`config.mk`:
```
export PLATFORM = sky130hd
export DESIGN_NAME = xlate_cache
export DESIGN_NICKNAME = d
export VERILOG_FILES = /design/src/rtl/xlate_cache.sv
export SDC_FILE = /design/constraint.sdc
export NUM_CORES = 2
export LEC_CHECK = 0
export BUFFER_PORTS_ARGS = -buffer_cell sky130_fd_sc_hd__buf_2
export CAP_MARGIN = 15
export CORE_ASPECT_RATIO = 1.5
export CORE_MARGIN = 2
export CORE_UTILIZATION = 33
export CTS_BUF_LIST = sky130_fd_sc_hd__clkbuf_8
export CTS_CLUSTER_SIZE = 20
export DETAILED_ROUTE_END_ITERATION = 10
export HOLD_SLACK_MARGIN = 0.1
export PLACE_DENSITY = 0.46
export SYNTH_ARGS = -nofsm -noshare
export SYNTH_HDL_FRONTEND = slang
export SYNTH_SLANG_ARGS = --single-unit
```
`constraint.sdc`:
```
create_clock -name clk -period 4.5 [get_ports clk]
set_input_delay 0.9 -clock clk [delete_from_list [all_inputs] [get_ports clk]]
set_output_delay 0.9 -clock clk [all_outputs]
set_load 0.005 [all_outputs]
```
`src/rtl/xlate_cache.sv`:
```
module xlate_cache #(
  parameter int AW = 32,
  parameter int PS = 12,
  parameter int IW = 4
) (
  input  logic          clk,
  input  logic          rst_n,
  input  logic          xlat_en,
  input  logic          page8k,
  input  logic          tc_write,
  input  logic          fl_valid,
  input  logic          fl_all,
  input  logic          fl_global,
  input  logic          fl_super,
  input  logic [AW-1:0] fl_addr,
  input  logic          lk_valid,
  output logic          lk_ready,
  input  logic [AW-1:0] lk_addr,
  input  logic          lk_super,
  input  logic          lk_data,
  input  logic          lk_write,
  output logic          res_valid,
  output logic [AW-1:0] res_phys,
  output logic          res_fault,
  output logic          res_global,
  output logic          res_tt,
  output logic          res_wp,
  output logic          fill_req,
  output logic [AW-1:0] fill_addr,
  output logic          fill_super,
  output logic          fill_data,
  output logic          fill_write,
  input  logic          fill_ack,
  input  logic [AW-PS-1:0] fill_ppn,
  input  logic          fill_global,
  input  logic          fill_tt,
  input  logic          fill_mod,
  input  logic          fill_wp,
  input  logic          fill_vd,
  input  logic          fill_vi
);
  localparam int N  = 1 << IW;
  localparam int TW = AW - PS - IW + 1;
  localparam int PW = AW - PS;
  localparam logic [TW-1:0] EMPTY = {1'b1, {(TW-1){1'b0}}};
  localparam int F_G = 5, F_T = 4, F_M = 3, F_W = 2, F_D = 1, F_I = 0;

  typedef enum logic [1:0] {S_IDLE, S_WAIT, S_FLUSH} st_t;

  st_t           state;
  logic [IW-1:0] cnt;
  logic          fa_glob;
  logic [TW-1:0] tag_q [2][N];
  logic [PW-1:0] ppn_q [2][N];
  logic [5:0]    flg_q [2][N];
  logic [AW-1:0] q_addr;
  logic          q_super, q_data, q_write;
  logic [PW-1:0] r_ppn;
  logic [PS-1:0] r_off;

  wire [IW-1:0] lk_idx   = lk_addr[PS+IW-1:PS];
  wire [TW-1:0] lk_tag   = {1'b0, lk_addr[AW-1:PS+IW]};
  wire [5:0]    lk_f     = flg_q[lk_super][lk_idx];
  wire          lk_hit   = (tag_q[lk_super][lk_idx] == lk_tag) && !(lk_write && !lk_f[F_M]);
  wire          lk_go    = (state == S_IDLE) && lk_valid && !tc_write && !fl_valid;
  wire          fl_go    = (state == S_IDLE) && fl_valid && !tc_write && !fl_all;
  wire [IW-1:0] fl_idx   = fl_addr[PS+IW-1:PS];
  wire          in_wait  = (state == S_WAIT);

  wire          wr_en    = (lk_go && !lk_hit && !xlat_en) || (in_wait && fill_ack);
  wire          wr_bank  = in_wait ? q_super : lk_super;
  wire [AW-1:0] wr_addr  = in_wait ? q_addr : lk_addr;
  wire [PW-1:0] wr_ppn   = in_wait ? fill_ppn : lk_addr[AW-1:PS];
  wire [5:0]    wr_flg   = in_wait ? {fill_global, fill_tt, fill_mod, fill_wp, fill_vd, fill_vi}
                                   : 6'b101011;
  wire          use_hit  = lk_go && lk_hit;
  wire [5:0]    o_flg    = use_hit ? lk_f : wr_flg;
  wire          o_data   = in_wait ? q_data : lk_data;
  wire          o_write  = in_wait ? q_write : lk_write;
  wire          o_fault  = !(o_data ? o_flg[F_D] : o_flg[F_I]) || (o_write && o_flg[F_W]);

  assign lk_ready   = (state == S_IDLE);
  assign res_phys   = {r_ppn, r_off};
  assign fill_addr  = q_addr;
  assign fill_super = q_super;
  assign fill_data  = q_data;
  assign fill_write = q_write;

  always_ff @(posedge clk or negedge rst_n) begin
    if (!rst_n) begin
      state <= S_IDLE;
      cnt <= '0;
      fa_glob <= 1'b0;
      fill_req <= 1'b0;
      res_valid <= 1'b0;
      res_fault <= 1'b0;
      res_global <= 1'b0;
      res_tt <= 1'b0;
      res_wp <= 1'b0;
      r_ppn <= '0;
      r_off <= '0;
      q_addr <= '0;
      q_super <= 1'b0;
      q_data <= 1'b0;
      q_write <= 1'b0;
      for (int b = 0; b < 2; b++)
        for (int i = 0; i < N; i++) begin
          tag_q[b][i] <= EMPTY;
          ppn_q[b][i] <= '0;
          flg_q[b][i] <= '0;
        end
    end else begin
      res_valid <= 1'b0;
      case (state)
        S_IDLE: begin
          if (tc_write) begin
            state <= S_FLUSH; cnt <= '0; fa_glob <= 1'b1;
          end else if (fl_valid && fl_all) begin
            state <= S_FLUSH; cnt <= '0; fa_glob <= fl_global;
          end else if (lk_go) begin
            q_addr <= lk_addr; q_super <= lk_super;
            q_data <= lk_data; q_write <= lk_write;
            if (!lk_hit && xlat_en) begin
              fill_req <= 1'b1;
              state <= S_WAIT;
            end
          end
        end
        S_WAIT: if (fill_ack) begin
          fill_req <= 1'b0;
          state <= S_IDLE;
        end
        S_FLUSH: begin
          for (int b = 0; b < 2; b++)
            if (fa_glob || !flg_q[b][cnt][F_G]) tag_q[b][cnt] <= EMPTY;
          cnt <= cnt + 1'b1;
          if (cnt == IW'(N-1)) state <= S_IDLE;
        end
        default: state <= S_IDLE;
      endcase

      if (fl_go) begin
        if (fl_global || !flg_q[fl_super][fl_idx][F_G]) tag_q[fl_super][fl_idx] <= EMPTY;
        if (page8k && (fl_global || !flg_q[fl_super][fl_idx ^ 1'b1][F_G]))
          tag_q[fl_super][fl_idx ^ 1'b1] <= EMPTY;
      end

      if (wr_en) begin
        tag_q[wr_bank][wr_addr[PS+IW-1:PS]] <= {1'b0, wr_addr[AW-1:PS+IW]};
        ppn_q[wr_bank][wr_addr[PS+IW-1:PS]] <= wr_ppn;
        flg_q[wr_bank][wr_addr[PS+IW-1:PS]] <= wr_flg;
      end

      if (wr_en || use_hit) begin
        res_valid  <= 1'b1;
        r_ppn      <= use_hit ? ppn_q[lk_super][lk_idx] : wr_ppn;
        r_off      <= wr_addr[PS-1:0];
        res_fault  <= o_fault;
        res_global <= o_flg[F_G];
        res_tt     <= o_flg[F_T];
        res_wp     <= o_flg[F_W];
      end
    end
  end

  p_fill_hold_r3: assert property (@(posedge clk) disable iff (!rst_n)
    fill_req && !fill_ack |=> fill_req && $stable(fill_addr));
  p_ack_only_on_req_r3: assert property (@(posedge clk) disable iff (!rst_n)
    fill_ack |-> fill_req);
  p_wp_write_fault_r6: assert property (@(posedge clk) disable iff (!rst_n)
    res_valid && q_write && !res_fault |-> !res_wp);
  p_no_fill_when_off_r7: assert property (@(posedge clk) disable iff (!rst_n)
    $rose(fill_req) |-> $past(xlat_en));
  p_quiet_while_busy_r10: assert property (@(posedge clk) disable iff (!rst_n)
    !lk_ready && !fill_req |-> !res_valid);
  p_sweep_ends_r10: assert property (@(posedge clk) disable iff (!rst_n)
    (state == S_FLUSH) && (cnt == IW'(N-1)) |=> lk_ready);
endmodule

```
Word level (Yosys, flattened, before mapping)
Cells that the tools add are included.
{ "totals": {"register_bits": 1456, "output_inout_bits": 74} }
{ "classes": {"addsub": 1, "order_cmp": 14, "eq_ne": 13, "muxes": 94, "bitwise_logic": 22, "n_reduce_logical": 50} }
{ "ops": {"columns": ["op", "count"], "rows": [
  ["544-bit 2-to-1 mux", 6],
  ["272-bit 2-to-1 mux", 8],
  ["320-bit 2-to-1 mux", 4],
  ["512-bit bitwise AND", 2],
  ["512-bit inverter", 2],
  ["272-bit demux with 1-bit select", 3],
  ["96-bit 2-to-1 mux", 7],
  ["640-bit bitwise mux", 1],
  ["544-bit bitwise mux", 1],
  ["256-bit bitwise AND", 2],
  ["320-bit demux with 1-bit select", 1],
  ["17-bit demux with 4-bit select", 4],
  ["256-bit inverter", 1],
  ["192-bit bitwise mux", 1],
  ["6-bit binary-select mux with 4-bit select", 5],
  ["17-bit 2-to-1 mux", 6],
  ["20-bit 2-to-1 mux", 5],
  ["96-bit demux with 1-bit select", 1],
  ["20-bit binary-select mux with 4-bit select", 1],
  ["20-bit demux with 4-bit select", 1],
  ["6-bit 2-to-1 mux", 13],
  ["17-bit binary-select mux with 4-bit select", 1],
  ["32-bit bitwise OR", 2],
  ["32-bit 2-to-1 mux", 1],
  ["other kinds (32)", 115]
]} }

Depth between registers and ports, before layout
{ "depth": {"ltp_word": 18, "depth_mapped": 16, "ltp_nobuf": 11} }

Worst setup path before layout
OpenSTA, ideal clock, no wires.
{ "synth_timing": {"kind": "input -> register", "start": "input lk_addr[12]", "end": "register ppn_q[436] in the netlist's numbering", "arrival_ps": 4247, "required_ps": 4372, "setup_slack_ps": 126, "path_stages": 14, "n_path_buf": 4, "path_cell_list": "buf_4 > buf_4 > buf_2 > mux2i_1 > a22oi_1 > a21oi_1 > nor4b_1 > xnor2_1 > nand4_1 > nor4_4 > a21oi_1 > a311oi_2 > buf_4 > mux2_1"} }
{ "synth_between": {"elab_chain_len": 12, "elab_cells_between_ends": 26} }
{ "synth_rtl": {"columns": ["item", "line_no", "rtl"], "rows": [
  ["start: declaration", "18", "input logic [AW-1:0] lk_addr,"],
  ["parallel branches: the longest is 12 deep, another holds 5-bit >= comparator", null, null],
  ["end signal: indexed assignment", "150", "ppn_q[wr_bank][wr_addr[PS+IW-1:PS]] <= wr_ppn;"],
  ["end: declaration", "54", "logic [PW-1:0] ppn_q [2][N];"]
]} }
Several ways; the timed one is not identified. The select of a mux whose other input is x is not followed.
A chain may end at the register's enable or synchronous reset.

Final worst setup path
{ "layout_timing": {"start": "input lk_addr[12]", "end": "register ppn_q[577] in the netlist's numbering"} }
Same word-level chain as after synthesis.

==> run_results.csv <==
group,metric,value,unit
status,status,"finished clean",
global_route,grt_max_degree,177,
job,max-cap-violations,0,
drt,drt_iter0_markers,3092,
drt,antenna_left,0,
synth,avgSynthCellArea,13.7,um^2
synth,ys_seq_area_share,52.3,%
setup_path,cp.required,5.32,ns
setup_path,ff2ff_path_depth,13,
synth,async_flop_share,100,%
sta,min_period,4.46,ns
die,die-area,0.215,mm^2
global_route,grt-ovfl-total,0,
drt,firstDrtPassIters,8,
sta,max_slew_margin,9.66,%
hold_path,hp-class,"primary input to flip-flop",
clocking,clk_pin_slew,0.06,ns
clocking,clock_path_buffers,4,
clocking,postCtsHoldBufs,11,
drt,wl_per_cell,29.3,um
setup_path,worst-path-max-fanout,14,
synth,synth_top_flop_cell,"dfrtp_1",
synth,synth_edf_count,0,
drt,vias_per_cell,5.33,
die,rows,206,
pwr,ir_worst_vdd,201,uV
sta,hold_viol_final,0,
setup_path,path_cells,"buf_8 > buf_4 > mux4_2 > nor2b_1 > a211oi_1 > a21oi_1 > o21ai_0 > buf_4 > xnor2_1 > nor4_4 > buf_12 > a21oi_2 > o21a_4 > buf_12 > mux2_2",
synth,synth_cell_type_count,66,
synth,synth_warnings,0,
cells_and_area,mostFrequentLayoutCells,"dfrtp_1 (1424), mux2_2 (868), mux2i_1 (717), nand2_1 (611), mux4_2 (342)",
cells_and_area,final_common_cell,"dfrtp_1",
cells_and_area,fillCellCount,20100,
sta,finalSetupViolCount,0,
setup_path,slowest_stage,"a21oi_2",
setup_path,endpoint_kind,"flip-flop",
global_route,grt_pass1_vias,47700,
global_route,grt_pass1_wl,359,mm
clocking,clock-sinks,1456,
placement,portBuffers,149,
drt,num_vias,45200,
cells_and_area,final_layout_size_suffix_gt1_share,40.0,%
pwr,finalPower,29.9,mW
sta,fin_crit_sh,99.1,%
drt,routed_wl,249,mm
setup_path,crit_type,"primary input to flip-flop",
sta,rsz0062_at_grt,"false",
clocking,cts_resized,0,
clocking,clock_latency,1.00,ns
global_route,grt_antenna_before_repair,13,
setup_path,start_kind,"primary input",
die,ios,178,
global_route,gr-usage-all-layers,22.9,%
clocking,cts_tree,"built",
hold_path,holdPathStages,2,
synth,synth_fp_nets,5211,
placement,globalplace.congestion,0.822,
sta,final-max-slew-violation-count,0,
clocking,cts_root_buf,"clkbuf_8",
cells_and_area,fin_nets,5577,
clocking,post_cts_buffers,0,
die,core,0.210,mm^2
pwr,power.density,362,mW/mm^2
pwr,power.leakage,41.4,nW
die,start_util,33.2,%
die,die_w,380,um
clocking,numCtsBuffers,240,
sta,max_freq,224,MHz
clocking,htreeDepth,4,
synth,synth-seq-cells,1456,
synth,synth_cells,5103,
drt,drc,0,
sta,fin_worst_skew,0.121,ns
setup_path,crit_arrival,5.28,ns
cells_and_area,syn2layout_area_growth,18.4,%
cells_and_area,fin_util,39.3,%
setup_path,cpPeakStageDelay,0.60,ns
placement,place_hpwl,162,mm
synth,syn_area,0.0698,mm^2
sta,tightestPinTransition,1.35,ns
die,die_h,567,um
## final timing paths
kind,endpoint,slack [ns],startpoint
max,ppn_q[577],0.04,lk_addr[12]
min,fill_data,0.19,lk_data
max reg2reg,ppn_q[577],0.14,tag_q[444]
min reg2reg,tag_q[526],0.46,tag_q[526]
max in group asynchronous,tag_q[495],2.48,rst_n
min in group asynchronous,tag_q[516],0.47,rst_n
## layout make-up
class                           instances  area, um^2  share of cell area, %
Clock inverter                        125         562                  0.680
Inverter                               46         173                  0.209
Multi-Input combinational cell       3122       31400                   38.0
Tap cell                             2808        3510                   4.25
Sequential cell                      1456       36500                   44.1
Antenna cell                            6        15.0                 0.0182
Clock buffer                          310        4270                   5.16
Timing Repair Buffer                  603        6250                   7.57
## flip-flops by register name, indices dropped and copies added, names as in the netlist, 2 cells and up
| signal | count |
|---|---|
| ppn_q | 640 |
| flg_q | 192 |
| state | 2 |
| r_ppn | 20 |
| cnt | 4 |
| fill_addr | 32 |
| tag_q | 544 |
| r_off | 12 |
## synth_stat cells (24+ instances only)
master	number	share of area [%]
a21oi_1	75	0.54
mux4_2	342	11
mux2_2	868	14
o21ai_0	39	0.28
nor2_1	49	0.26
buf_4	43	0.46
mux2i_1	717	10
a22oi_1	71	0.76
dfrtp_1	1424	51
buf_2	143	1.0
nand2b_1	34	0.30
nor2b_1	30	0.27
inv_1	45	0.24
nand2_1	611	3.3
o211ai_1	24	0.26
clkbuf_1	252	1.4
dfstp_2	32	1.2
buf_1	39	0.21
## critical path: cells and delay by family
kind / cells / cell delay [ns]
multiplexers: 2 / 0.86
AND/OR/NAND/NOR: 2 / 0.24
buffers and inverters: 5 / 1.09
AO/OA/AOI/OAI: 5 / 1.93
XOR/XNOR: 1 / 0.18
## metal layers
| layer | vias to the layer above | global-route usage (%) | share of wire (%) |
|---|---|---|---|
| met4 | 6 | 6.46 | 2.7 |
| met2 | 1092 | 39.3 | 50 |
| li1 | 19200 | - | - |
| met5 | - | 0 | 0.016 |
| met3 | 393 | 3.17 | 4.1 |
| met1 | 24500 | 30.2 | 43 |
## stage by stage
| step | cells | instance area, um^2 | worst slack (ns) | setup TNS (ns) | hold WS (ns) |
|---|---|---|---|---|---|
| 3_3_place_gp | 8020 | 77600 | -0.982 | -945.28 | 0.448 |
| 2_1_floorplan | 5103 | 69800 | 0.126 | 0 | 0.438 |
| 3_5_place_dp | 8020 | 77600 | -0.966 | -933.49 | 0.452 |
| 6_report | 8476 | 82600 | 0.0399 | 0 | 0.188 |
| 4_1_cts | 8466 | 82500 | 0.0971 | 0 | 0.107 |
| 5_1_grt | 8472 | 82600 | 0.0254 | 0 | 0.147 |
## cell families after synthesis
| group | count (synthesis) | share of synthesized area, % |
|---|---|---|
| muxes | 1940 | 35.5 |
| DFF | 1456 | 52.3 |
| and+or+nand+nor | 803 | 4.89 |
| buffers and inverters | 525 | 3.33 |
| AOI/OAI and AO/OA | 359 | 3.73 |
| xor gates and xnor gates | 16 | 0.201 |
| adders and majority gates | 4 | 0.0717 |
## power breakdown
part           total [mW]  leakage, nW  internal [mW]  switching [mW]
clock network        11.9         2.86           6.20            5.70
logic                3.92         18.4           1.38            2.54
registers            14.1         20.1           13.6           0.467
total                29.9         41.4           21.2            8.70
Note: power is estimated with default switching activity, not from simulation.
